$ cat src/rtl/burst_seq_pkg.sv
package burst_seq_pkg;

  // offset field wide enough for the longest burst (16 beats)
  localparam int OFS_W = 4;

  typedef struct packed {
    logic [2:0] bl;
    logic       ileave;
    logic [2:0] cl;
  } mode_t;

  localparam mode_t MODE_RESET = '{bl: 3'b001, ileave: 1'b0, cl: 3'b011};

  function automatic logic bl_code_ok(input logic [2:0] c);
    return (c == 3'b001) || (c == 3'b010) || (c == 3'b011) || (c == 3'b100);
  endfunction

  function automatic logic cl_code_ok(input logic [2:0] c);
    return (c == 3'b010) || (c == 3'b011);
  endfunction

  // number of beats for a legal length code
  function automatic logic [4:0] beats_of(input logic [2:0] c);
    return 5'd1 << c;
  endfunction

  function automatic logic [OFS_W-1:0] ofs_mask(input logic [2:0] c);
    logic [4:0] b;
    b = beats_of(c) - 5'd1;
    return b[OFS_W-1:0];
  endfunction

  // position inside the aligned block for beat idx
  function automatic logic [OFS_W-1:0] beat_offset(input logic [OFS_W-1:0] start,
                                                   input logic [OFS_W-1:0] idx,
                                                   input logic [OFS_W-1:0] mask,
                                                   input logic             ileave);
    logic [OFS_W-1:0] raw;
    raw = ileave ? (start ^ idx) : (start + idx);
    return raw & mask;
  endfunction

endpackage

$ cat src/rtl/bcs_mode_reg.sv
module bcs_mode_reg
  import burst_seq_pkg::*;
#(
  parameter int ADDR_W = 13
) (
  input  logic              clk,
  input  logic              rst_n,
  input  logic              mrs_valid,
  input  logic [1:0]        mrs_bank,
  input  logic [ADDR_W-1:0] mrs_addr,
  output mode_t             mode,
  output logic              mode_err
);

  localparam int FIELD_W = 7;

  logic  upper_zero;
  logic  mrs_target;
  logic  fields_ok;
  logic  mrs_accept;
  logic  mrs_reject;
  mode_t req_mode;

  generate
    if (ADDR_W > FIELD_W) begin : g_upper
      assign upper_zero = ~|mrs_addr[ADDR_W-1:FIELD_W];
    end else begin : g_no_upper
      assign upper_zero = 1'b1;
    end
  endgenerate

  assign req_mode.bl     = mrs_addr[2:0];
  assign req_mode.ileave = mrs_addr[3];
  assign req_mode.cl     = mrs_addr[6:4];

  assign mrs_target = mrs_valid && (mrs_bank == 2'b00);
  assign fields_ok  = bl_code_ok(req_mode.bl) && cl_code_ok(req_mode.cl) && upper_zero;
  assign mrs_accept = mrs_target && fields_ok;
  assign mrs_reject = mrs_target && !fields_ok;

  always_ff @(posedge clk or negedge rst_n) begin
    if (!rst_n) begin
      mode     <= MODE_RESET;
      mode_err <= 1'b0;
    end else begin
      if (mrs_accept) mode <= req_mode;
      if (mrs_reject) mode_err <= 1'b1;
    end
  end

  AST_ACCEPT_LOADS: assert property (@(posedge clk) disable iff (!rst_n)
    mrs_accept |=> (mode.bl == $past(mrs_addr[2:0])) && (mode.cl == $past(mrs_addr[6:4])));
  AST_REJECT_KEEPS: assert property (@(posedge clk) disable iff (!rst_n)
    mrs_reject |=> $stable(mode) && mode_err);
  AST_BANK_IGNORED: assert property (@(posedge clk) disable iff (!rst_n)
    (mrs_valid && mrs_bank != 2'b00) |=> $stable(mode) && $stable(mode_err));
  AST_ERR_STICKY: assert property (@(posedge clk) disable iff (!rst_n)
    mode_err |=> mode_err);

endmodule

$ cat src/rtl/bcs_burst_ctrl.sv
module bcs_burst_ctrl
  import burst_seq_pkg::*;
(
  input  logic             clk,
  input  logic             rst_n,
  input  logic             cmd_valid,
  input  mode_t            mode,
  output logic             active,
  output logic [OFS_W-1:0] idx,
  output logic [2:0]       cap_bl,
  output logic             cap_ilv,
  output logic             beat_is_last
);

  logic [4:0] cap_beats;
  logic       burst_end;

  assign cap_beats    = beats_of(cap_bl);
  assign beat_is_last = active && ({1'b0, idx} == cap_beats - 5'd1);
  assign burst_end    = beat_is_last && !cmd_valid;

  always_ff @(posedge clk or negedge rst_n) begin
    if (!rst_n) begin
      active  <= 1'b0;
      idx     <= '0;
      cap_bl  <= MODE_RESET.bl;
      cap_ilv <= MODE_RESET.ileave;
    end else if (cmd_valid) begin
      active  <= 1'b1;
      idx     <= '0;
      cap_bl  <= mode.bl;
      cap_ilv <= mode.ileave;
    end else if (active) begin
      if (burst_end) active <= 1'b0;
      else           idx    <= idx + 1'b1;
    end
  end

  AST_IDX_BOUND: assert property (@(posedge clk) disable iff (!rst_n)
    active |-> ({1'b0, idx} < cap_beats));
  AST_CMD_RESTART: assert property (@(posedge clk) disable iff (!rst_n)
    cmd_valid |=> active && (idx == '0));
  AST_END_AFTER_LAST: assert property (@(posedge clk) disable iff (!rst_n)
    burst_end |=> !active);
  AST_CAP_HELD: assert property (@(posedge clk) disable iff (!rst_n)
    (active && !cmd_valid) |=> $stable(cap_bl) && $stable(cap_ilv));

endmodule

$ cat src/rtl/bcs_col_gen.sv
module bcs_col_gen
  import burst_seq_pkg::*;
#(
  parameter int COL_W = 9
) (
  input  logic             clk,
  input  logic             rst_n,
  input  logic             cmd_valid,
  input  logic [COL_W-1:0] cmd_col,
  input  logic             active,
  input  logic             beat_is_last,
  input  logic [OFS_W-1:0] idx,
  input  logic [2:0]       cap_bl,
  input  logic             cap_ilv,
  output logic [COL_W-1:0] beat_col
);

  localparam int HI_W = COL_W - OFS_W;

  logic [COL_W-1:0] col_hold;
  logic [OFS_W-1:0] mask;
  logic [OFS_W-1:0] start_ofs;
  logic [OFS_W-1:0] cur_ofs;
  logic [OFS_W-1:0] low_keep;

  always_ff @(posedge clk or negedge rst_n) begin
    if (!rst_n)         col_hold <= '0;
    else if (cmd_valid) col_hold <= cmd_col;
  end

  assign mask      = ofs_mask(cap_bl);
  assign start_ofs = col_hold[OFS_W-1:0] & mask;
  assign cur_ofs   = beat_offset(start_ofs, idx, mask, cap_ilv);
  assign low_keep  = col_hold[OFS_W-1:0] & ~mask;
  assign beat_col  = {col_hold[COL_W-1:OFS_W], low_keep | cur_ofs};

  AST_UPPER_FIXED: assert property (@(posedge clk) disable iff (!rst_n)
    (active && !cmd_valid && !beat_is_last) |=> beat_col[COL_W-1:OFS_W] == $past(beat_col[COL_W-1:OFS_W]));
  AST_SEQ_STEP: assert property (@(posedge clk) disable iff (!rst_n)
    (active && !cap_ilv && !cmd_valid && !beat_is_last) |=>
      ((beat_col[OFS_W-1:0] & mask) == (($past(beat_col[OFS_W-1:0]) + 1'b1) & mask)));
  AST_ILV_FIRST: assert property (@(posedge clk) disable iff (!rst_n)
    (active && cap_ilv && idx == '0) |-> ((beat_col[OFS_W-1:0] & mask) == start_ofs));

  logic unused_hi;
  assign unused_hi = (HI_W < 1);

endmodule

$ cat src/rtl/burst_col_seq.sv
module burst_col_seq
  import burst_seq_pkg::*;
#(
  parameter int ADDR_W = 13,
  parameter int COL_W  = 9
) (
  input  logic              clk,
  input  logic              rst_n,
  input  logic              mrs_valid,
  input  logic [1:0]        mrs_bank,
  input  logic [ADDR_W-1:0] mrs_addr,
  input  logic              cmd_valid,
  input  logic [COL_W-1:0]  cmd_col,
  output logic              beat_valid,
  output logic [COL_W-1:0]  beat_col,
  output logic              beat_last,
  output logic [4:0]        cfg_beats,
  output logic              cfg_interleave,
  output logic [1:0]        cfg_cas_lat,
  output logic              mode_err
);

  mode_t            mode;
  logic             active;
  logic [OFS_W-1:0] idx;
  logic [2:0]       cap_bl;
  logic             cap_ilv;
  logic             beat_is_last;

  bcs_mode_reg #(.ADDR_W(ADDR_W)) u_mode (
    .clk       (clk),
    .rst_n     (rst_n),
    .mrs_valid (mrs_valid),
    .mrs_bank  (mrs_bank),
    .mrs_addr  (mrs_addr),
    .mode      (mode),
    .mode_err  (mode_err)
  );

  bcs_burst_ctrl u_ctrl (
    .clk          (clk),
    .rst_n        (rst_n),
    .cmd_valid    (cmd_valid),
    .mode         (mode),
    .active       (active),
    .idx          (idx),
    .cap_bl       (cap_bl),
    .cap_ilv      (cap_ilv),
    .beat_is_last (beat_is_last)
  );

  bcs_col_gen #(.COL_W(COL_W)) u_col (
    .clk          (clk),
    .rst_n        (rst_n),
    .cmd_valid    (cmd_valid),
    .cmd_col      (cmd_col),
    .active       (active),
    .beat_is_last (beat_is_last),
    .idx          (idx),
    .cap_bl       (cap_bl),
    .cap_ilv      (cap_ilv),
    .beat_col     (beat_col)
  );

  assign beat_valid     = active;
  assign beat_last      = beat_is_last;
  assign cfg_beats      = beats_of(mode.bl);
  assign cfg_interleave = mode.ileave;
  assign cfg_cas_lat    = mode.cl[1:0];

  AST_LAST_HAS_VALID: assert property (@(posedge clk) disable iff (!rst_n)
    beat_last |-> beat_valid);
  AST_CFG_LEGAL: assert property (@(posedge clk) disable iff (!rst_n)
    $onehot0(cfg_beats) && (cfg_beats >= 5'd2) && (cfg_cas_lat >= 2'd2));

  logic unused_cl;
  assign unused_cl = mode.cl[2];

endmodule

$ cat config.mk
export PLATFORM = sky130hd
export DESIGN_NAME = burst_col_seq
export DESIGN_NICKNAME = d
export VERILOG_FILES = /design/src/rtl/burst_seq_pkg.sv /design/src/rtl/bcs_mode_reg.sv /design/src/rtl/bcs_burst_ctrl.sv /design/src/rtl/bcs_col_gen.sv /design/src/rtl/burst_col_seq.sv
export SDC_FILE = /design/constraint.sdc
export NUM_CORES = 1
export LEC_CHECK = 0
export ABC_AREA = 1
export ABC_CLOCK_PERIOD_IN_PS = 2300
export BUFFER_PORTS_ARGS = -buffer_cell sky130_fd_sc_hd__clkbuf_2
export CELL_PAD_IN_SITES_DETAIL_PLACEMENT = 0
export CELL_PAD_IN_SITES_GLOBAL_PLACEMENT = 1
export CORE_MARGIN = 3
export CORE_UTILIZATION = 36
export CTS_CLUSTER_SIZE = 28
export DETAILED_ROUTE_END_ITERATION = 10
export MAX_ROUTING_LAYER = met4
export PLACE_DENSITY_LB_ADDON = 0.08
export SLEW_MARGIN = 25
export SYNTH_ARGS = -nofsm -noshare
export SYNTH_HDL_FRONTEND = slang
export SYNTH_SLANG_ARGS = --single-unit
$ cat constraint.sdc
create_clock -name clk -period 2.3 [get_ports clk]
set_input_delay 0.46 -clock clk [delete_from_list [all_inputs] [get_ports clk]]
set_output_delay 0.46 -clock clk [all_outputs]
set_load 0.005 [all_outputs]
==> results.cfg, run 1 <==
[worst_hold_path]
hold_path_class = in -> async

[worst_setup_path]
rr_endpoint = u_ctrl.idx[2]
critPathRequiredTime_ns = 1.84
endpoint = beat_col[1]
critPathBufInv = 4
worstRegToRegCells = 14
endpoint_class_of_the_critical_path = output pin
timing.critical_path.from = u_ctrl.cap_bl[0]
critical_path_peak_fanout = 2
worst_r2r_startpoint = u_ctrl.cap_bl[2]
max_stage_delay_cell_worst_path = sky130_fd_sc_hd__dfstp_2
timing.critical_path.arrival_ns = 2.12
critical_path_class = reg -> out
crit_path_frequent_cell = sky130_fd_sc_hd__inv_2
timing.critical_path.cells = inv_2 -> nand2_2 -> inv_2 -> nor2_2 -> ha_2 -> inv_2 -> fa_2 -> o21ai_1 -> a21oi_1 -> a21oi_1 -> buf_2
critical_path.startpoint_type = flip-flop
timing.critical_path.depth = 11
flop_to_flop_setup_slack_ns = 0.38
cp_slowest_stage_delay_ns = 0.55
critical_path.top_delay_family = adder cells

[layout]
layout-area-overhead-vs-synth_pct = 27.2
footprint_of_the_multi_input_gates_sq_um = 678
diodes = 0
storage_cell_area_sq_um = 631
finish.net_count = 273
layout.filler_cells = 383
drive_above_1_share_pct = 39.3

[synthesis]
synth.largest_area_cell = sky130_fd_sc_hd__dfrtp_1
synth_edf_count = 0
synth_nets = 216
synth_flop_cell = sky130_fd_sc_hd__dfrtp_1
ys_types = 30
ys_warn_count = 0
post-synth-top-area-fraction_pct = 35.7
syn-cell-area_sq_um = 1470
synth-seq-cells = 25
synth.avg_cell_area_sq_um = 8.04
synth.area.top_cells = sky130_fd_sc_hd__dfrtp_1 36%, sky130_fd_sc_hd__nand2_1 12%, sky130_fd_sc_hd__dfstp_2 7.1%
seq_area_frac_synth_pct = 42.9
asyncSetResetFlopFracSynth_pct = 100
synthCells = 183

[grt]
global_route.overflow_total = 0
grt_max_degree = 26
globalRouteMet3Util_pct = 2.16
wire_length_of_the_first_global_routing_pass_um = 5600
use_met1_pct = 17.8
gr-max-usage-layer = met2
grt_util_all_layers_pct = 14.3
grt_antenna_before_repair = 0
grt_pass1_vias = 1302
use_met2_pct = 24.1

[drt]
post_drt_via_cell_ratio = 4.55
drt_pre_antenna_iters = 4
wire_per_inst_um = 11.2
num_vias = 1307
ant_nets = 0
drt_first_iter_violations = 49
drt-total-wl_um = 3230
drc = 0

[outcome]
status = complete, but fails checks
violations = negative setup slack

[placement]
buffer_ports.inserted = 47
place_worst_setup_slack_ns = -0.0418
place_congestion = 0.792
detailedPlacementHpwl_um = 2430

[die]
initial_utilization_pct = 38.7
ios = 48
core-area_sq_um = 3800
dieWidth_um = 69.9
floorplan.die_area_sq_um = 4890
die_y_um = 69.9
std_cell_rows = 22

[timing]
worst_clock_skew_ns = 0.00632
fmax_ghz = 0.387
timing.final.hold_violations = 0
fin_crit_ns = 2.58
post-route-worst-setup-slack_ns = -0.281
report.final.slew_viol_count = 0
slew_headroom_pct = 57.2
finalCritPeriodShare_pct = 112
endpoints_failing_setup = 5
worst_pin_slew_ns = 0.642
setup_total_negative_slack_ns = -0.898
rsz0062_at_grt = true

[power]
power-per-cell-area_nw_per_um2 = 624
p_leak_uw = 0.00104
worst_ir_drop_vdd_uv = 216

[run]
drv.max_cap_violation_count = 0

[clock_tree]
worstSkewPairLatency_ns = 0.27
clock_tree.root_cell = sky130_fd_sc_hd__clkbuf_8
clkSlewWorstSetupHoldPaths_ns = 0.09
cts_num_sinks = 25
clock_buffer_depth = 2
clock_tree_from_tritoncts = built
cts_hold_buf = 0
cts_inserted_buffers = 3
htreeDepth = 1
==> cells in the final DEF, fill, tap and decap left out, types with 2 or more instances in the layout <==
master | synthesis | routed
sky130_fd_sc_hd__a21oi_1 | 5 | 4
sky130_fd_sc_hd__a21oi_2 | 2 | 3
sky130_fd_sc_hd__buf_4 | 7 | 15
sky130_fd_sc_hd__clkbuf_2 | 0 | 46
sky130_fd_sc_hd__clkbuf_8 | 0 | 3
sky130_fd_sc_hd__dfrtp_1 | 21 | 21
sky130_fd_sc_hd__dfstp_2 | 4 | 4
sky130_fd_sc_hd__ha_1 | 4 | 3
sky130_fd_sc_hd__inv_1 | 24 | 22
sky130_fd_sc_hd__inv_2 | 2 | 4
sky130_fd_sc_hd__nand2_1 | 46 | 46
sky130_fd_sc_hd__nand2_2 | 4 | 4
sky130_fd_sc_hd__nand3_1 | 10 | 10
sky130_fd_sc_hd__nand4_1 | 5 | 5
sky130_fd_sc_hd__nor2_1 | 9 | 8
sky130_fd_sc_hd__nor2_2 | 3 | 4
sky130_fd_sc_hd__nor3_1 | 4 | 4
sky130_fd_sc_hd__nor3b_1 | 2 | 2
sky130_fd_sc_hd__o21ai_0 | 12 | 9
sky130_fd_sc_hd__o21ai_1 | 0 | 3
sky130_fd_sc_hd__o21ai_2 | 3 | 3
sky130_fd_sc_hd__or2_1 | 2 | 2
sky130_fd_sc_hd__xor2_1 | 3 | 3
==> per-stage QoR <==
step	util, %	std cells	power, uW	instance area [sq um]	hold slack [ns]
2_1_floorplan	-	183	763	1470	0.164
3_3_place_gp	45.1	270	866	1710	0.441
3_5_place_dp	45.1	270	880	1710	0.445
4_1_cts	48.9	285	1180	1860	0.215
5_1_grt	49.3	287	1260	1870	0.243
6_report	49.3	287	1170	1870	0.199
==> power by group <==
part | switching [uW] | leakage (uW) | internal [uW]
Sequential | 54.8 | 0.000298 | 481
Combinational | 198 | 0.000714 | 172
Clock | 141 | 0.0000255 | 121
Total | 395 | 0.00104 | 774
==> Yosys cell counts, types with 3 or more instances <==
master	number
sky130_fd_sc_hd__nand2_1	46
sky130_fd_sc_hd__inv_1	24
sky130_fd_sc_hd__dfrtp_1	21
sky130_fd_sc_hd__o21ai_0	12
sky130_fd_sc_hd__nand3_1	10
sky130_fd_sc_hd__nor2_1	9
sky130_fd_sc_hd__buf_4	7
sky130_fd_sc_hd__a21oi_1	5
sky130_fd_sc_hd__nand4_1	5
sky130_fd_sc_hd__dfstp_2	4
sky130_fd_sc_hd__ha_1	4
sky130_fd_sc_hd__nand2_2	4
sky130_fd_sc_hd__nor3_1	4
sky130_fd_sc_hd__nor2_2	3
sky130_fd_sc_hd__o21ai_2	3
sky130_fd_sc_hd__xor2_1	3
==> worst register-to-register path: stages (launching register included) <==
cell                      delay (ns)
sky130_fd_sc_hd__dfrtp_1        0.39
sky130_fd_sc_hd__nor2_2         0.15
sky130_fd_sc_hd__nand2_2        0.08
sky130_fd_sc_hd__buf_4          0.13
sky130_fd_sc_hd__buf_4          0.12
sky130_fd_sc_hd__buf_4          0.12
sky130_fd_sc_hd__buf_4          0.12
sky130_fd_sc_hd__buf_4          0.13
sky130_fd_sc_hd__buf_4          0.13
sky130_fd_sc_hd__nand2_1        0.06
sky130_fd_sc_hd__nand2_2        0.06
sky130_fd_sc_hd__nand3_4        0.12
sky130_fd_sc_hd__nand2_4        0.08
sky130_fd_sc_hd__nand3_1        0.07
sky130_fd_sc_hd__nand2_1        0.06
==> kinds of logic (layout without fill, tap and decap cells) <==
| logic type | after synthesis | after routing | share of synthesized area (%) |
|---|---|---|---|
| AOI/OAI and AO/OA | 24 | 24 | 9.78 |
| xor gates and xnor gates | 4 | 4 | 2.38 |
| adders and majority gates | 5 | 5 | 4.76 |
| buffers and inverters | 37 | 93 | 11.8 |
| DFF | 25 | 25 | 42.9 |
| and+or+nand+nor | 88 | 88 | 28.4 |
==> sequential cells by signal (all words and copies together), names as in the netlist <==
| register | count |
|---|---|
| u_ctrl.idx | 4 |
| u_mode.mode_err | 1 |
| u_ctrl.active | 1 |
| u_ctrl.cap_ilv | 1 |
| u_col.col_hold | 9 |
| u_ctrl.cap_bl | 3 |
| u_mode.mode | 6 |
==> how the worst min path moves through the flow <==
stage	from	to	slack [ns]	cells after the start
3_5_place_dp	u_mode.mode_err	u_mode.mode_err	0.45	1
2_1_floorplan	rst_n	u_col.col_hold[0]	0.16	0
3_3_place_gp	u_mode.mode_err	u_mode.mode_err	0.44	1
5_1_grt	rst_n	u_ctrl.idx[1]	0.24	1
6_report	rst_n	u_ctrl.cap_bl[1]	0.20	1
4_1_cts	rst_n	u_ctrl.idx[3]	0.21	1
==> timing repair <==
item,4_1_cts,5_1_grt
cloned,0,0
setup buffers,11,2
gates resized for setup,10,1
pin swaps,13,2
setup endpoints to repair,3,5
==> cell type report <==
type	instances	share of cell area, %
tap	48	3.21
multi-input combinational	121	36.2
inverter	26	5.21
timing repair buffer	63	19.2
clock buffer	3	2.21
sequential	25	33.7
clock inverter	1	0.267
==> layer usage <==
| metal | vias up | routed length [um] |
|---|---|---|
| met1 | 580 | 1510 |
| met4 | 0 | 31 |
| met5 | - | 0 |
| met2 | 38 | 1510 |
| met3 | 5 | 168 |
| li1 | 684 | - |
Note: power is estimated with default switching activity, not from simulation.
==> run 2, diff against run 1 <==
--- a/config.mk
+++ b/config.mk
@@ -6,12 +6,12 @@
 export NUM_CORES = 1
 export LEC_CHECK = 0
 export ABC_AREA = 1
-export ABC_CLOCK_PERIOD_IN_PS = 2300
+export ABC_CLOCK_PERIOD_IN_PS = 3150
 export BUFFER_PORTS_ARGS = -buffer_cell sky130_fd_sc_hd__clkbuf_2
-export CELL_PAD_IN_SITES_DETAIL_PLACEMENT = 0
-export CELL_PAD_IN_SITES_GLOBAL_PLACEMENT = 1
+export CELL_PAD_IN_SITES_DETAIL_PLACEMENT = 1
+export CELL_PAD_IN_SITES_GLOBAL_PLACEMENT = 2
 export CORE_MARGIN = 3
-export CORE_UTILIZATION = 36
+export CORE_UTILIZATION = 30
 export CTS_CLUSTER_SIZE = 28
 export DETAILED_ROUTE_END_ITERATION = 10
 export MAX_ROUTING_LAYER = met4
==> constraint.sdc (replaced) <==
create_clock -name clk -period 3.15 [get_ports clk]
set_input_delay 0.63 -clock clk [delete_from_list [all_inputs] [get_ports clk]]
set_output_delay 0.63 -clock clk [all_outputs]
set_load 0.005 [all_outputs]
==> results.cfg, run 2 (synthesis results as in run 1) <==
[outcome]
status = complete, no violations

[die]
initial_utilization_pct = 32.5
floorplan.die_area_sq_um = 5780
die_y_um = 76.0
core-area_sq_um = 4530
std_cell_rows = 24
dieWidth_um = 76.0
ios = 48

[drt]
drt_pre_antenna_iters = 4
drt_first_iter_violations = 31
num_vias = 1275
drc = 0
post_drt_via_cell_ratio = 4.43
wire_per_inst_um = 12.1
ant_nets = 0
drt-total-wl_um = 3490

[clock_tree]
postCtsSetupRepairBufs = 0
cts_hold_buf = 0
cts_inserted_buffers = 3
worstSkewPairLatency_ns = 0.27
post_cts_resize_count = 0
cts_num_sinks = 25
clkSlewWorstSetupHoldPaths_ns = 0.09
clock_tree_from_tritoncts = built
clock_buffer_depth = 2
htreeDepth = 1
clock_tree.root_cell = sky130_fd_sc_hd__clkbuf_8

[worst_setup_path]
timing.critical_path.cells = inv_1 -> nand2_2 -> inv_2 -> nor2_1 -> ha_1 -> inv_1 -> fa_1 -> o21ai_0 -> a21oi_1 -> a21oi_1 -> clkbuf_2
endpoint_class_of_the_critical_path = output pin
worst_r2r_startpoint = u_ctrl.cap_bl[2]
timing.critical_path.from = u_ctrl.cap_bl[0]
max_stage_delay_cell_worst_path = sky130_fd_sc_hd__dfstp_2
cp_slowest_stage_delay_ns = 0.56
timing.critical_path.arrival_ns = 2.25
critical_path_peak_fanout = 4
critPathRequiredTime_ns = 2.52
critical_path.startpoint_type = flip-flop
critical_path_class = reg -> out

[placement]
place_area_sq_um = 1710
buffer_ports.inserted = 47
place_congestion = 0.786
detailedPlacementHpwl_um = 2900

[timing]
worst_pin_slew_ns = 0.633
fmax_ghz = 0.347
setup_total_negative_slack_ns = 0
worst_clock_skew_ns = 0.00171
finalCritPeriodShare_pct = 91.5
timing.final.hold_violations = 0
fin_hold_ws_ns = 0.354
fin_crit_ns = 2.88
report.final.slew_viol_count = 0
slew_headroom_pct = 57.8
endpoints_failing_setup = 0
rsz0062_at_grt = false

[power]
switching_power_uw = 289
p_leak_uw = 0.000958
clock_power_share_pct = 23.9
power-per-cell-area_nw_per_um2 = 473
internal_power_uw = 546
share_seq_of_total_power_pct = 46.9
fin_total_pwr_uw = 835
power.share.switching_pct = 34.7
worst_ir_drop_vdd_uv = 151
combPwrFrac_pct = 29.2

[layout]
top_register = u_col.col_hold
final_cell_mix = 47 x sky130_fd_sc_hd__clkbuf_2, 46 x sky130_fd_sc_hd__nand2_1, 24 x sky130_fd_sc_hd__inv_1
final_common_cell = sky130_fd_sc_hd__clkbuf_2
finish.net_count = 257
finalInstanceArea_sq_um = 1770
drive_above_1_share_pct = 32.3
diodes = 0
finish.utilization_pct = 38.9
layout_top_registers = u_col.col_hold: 9 flops, u_mode.mode: 6 flops, u_ctrl.idx: 4 flops
layout-area-overhead-vs-synth_pct = 20.0
layout.filler_cells = 575
flip_flop_count_of_the_largest_register_after_layout = 9

[grt]
grt_max_degree = 26
grt_util_all_layers_pct = 13.2
global_route.overflow_total = 0
wire_length_of_the_first_global_routing_pass_um = 6270
grt_pass1_vias = 1407
grt_antenna_before_repair = 0

[worst_hold_path]
hold_path_class = in -> async

[run]
drv.max_cap_violation_count = 0
-- run 2: cell types whose count changed in the layout (fill, tap and decap cells not counted), sizes merged --
cell	change
buf	-17
clkbuf	+1
clkinv	-1
clkinvlp	+1
-- run 2: stage by stage --
step,cells,setup slack (ns)
after floorplan,183,0.809
after global placement,284,0.605
after detailed placement,284,0.506
after CTS,288,0.190
after global routing,288,0.0198
final,288,0.268
-- run 2: power groups by stage --
stage | Combinational [uW] | Sequential [uW] | Clock [uW]
final | 244 | 391 | 200
after global routing | 289 | 398 | 218
after CTS | 252 | 392 | 211
after detailed placement | 252 | 398 | 0
after global placement | 237 | 396 | 0
after floorplan | 171 | 387 | 0
-- run 2: path summary, 6_finish.rpt --
path	cells after the start	slack (ns)	to
setup reg to reg	9	1.76	u_ctrl.idx[0]
max in group asynchronous	1	2.38	u_col.col_hold[1]
hold reg to reg	2	0.47	u_mode.mode[1]
min in group clk	2	0.47	u_mode.mode[1]
setup / recovery	11	0.27	beat_col[1]
hold / removal	1	0.35	u_col.col_hold[8]
-- run 2: worst max-delay path: cells and delay by family, from the launching register on --
kind,cells,cell delay (ns)
adder cells (fa/ha/maj),2,0.60
flip-flops,1,0.56
AO/OA/AOI/OAI,3,0.33
buffers and inverters,4,0.31
AND/OR/NAND/NOR,2,0.18
-- run 2: final cells by class --
cell class              instances  area (sq um)  share of cell area (%)
clock buffers                   3          41.3                    2.34
clock inverters                 1          7.51                   0.425
inverters                      26          97.6                    5.53
multi-input cells             121           672                    38.1
flip-flops and latches         25           631                    35.7
well taps                      65          81.3                    4.61
repair buffers                 47           235                    13.3
-- run 2: routing by layer --
| layer | global-route usage, % | up-vias | routed length, um |
|---|---|---|---|
| met4 | 3.26 | 0 | 33 |
| li1 | - | 650 | - |
| met2 | 22.7 | 27 | 1730 |
| met1 | 16.8 | 594 | 1600 |
| met5 | - | - | 0 |
| met3 | 1.18 | 4 | 124 |
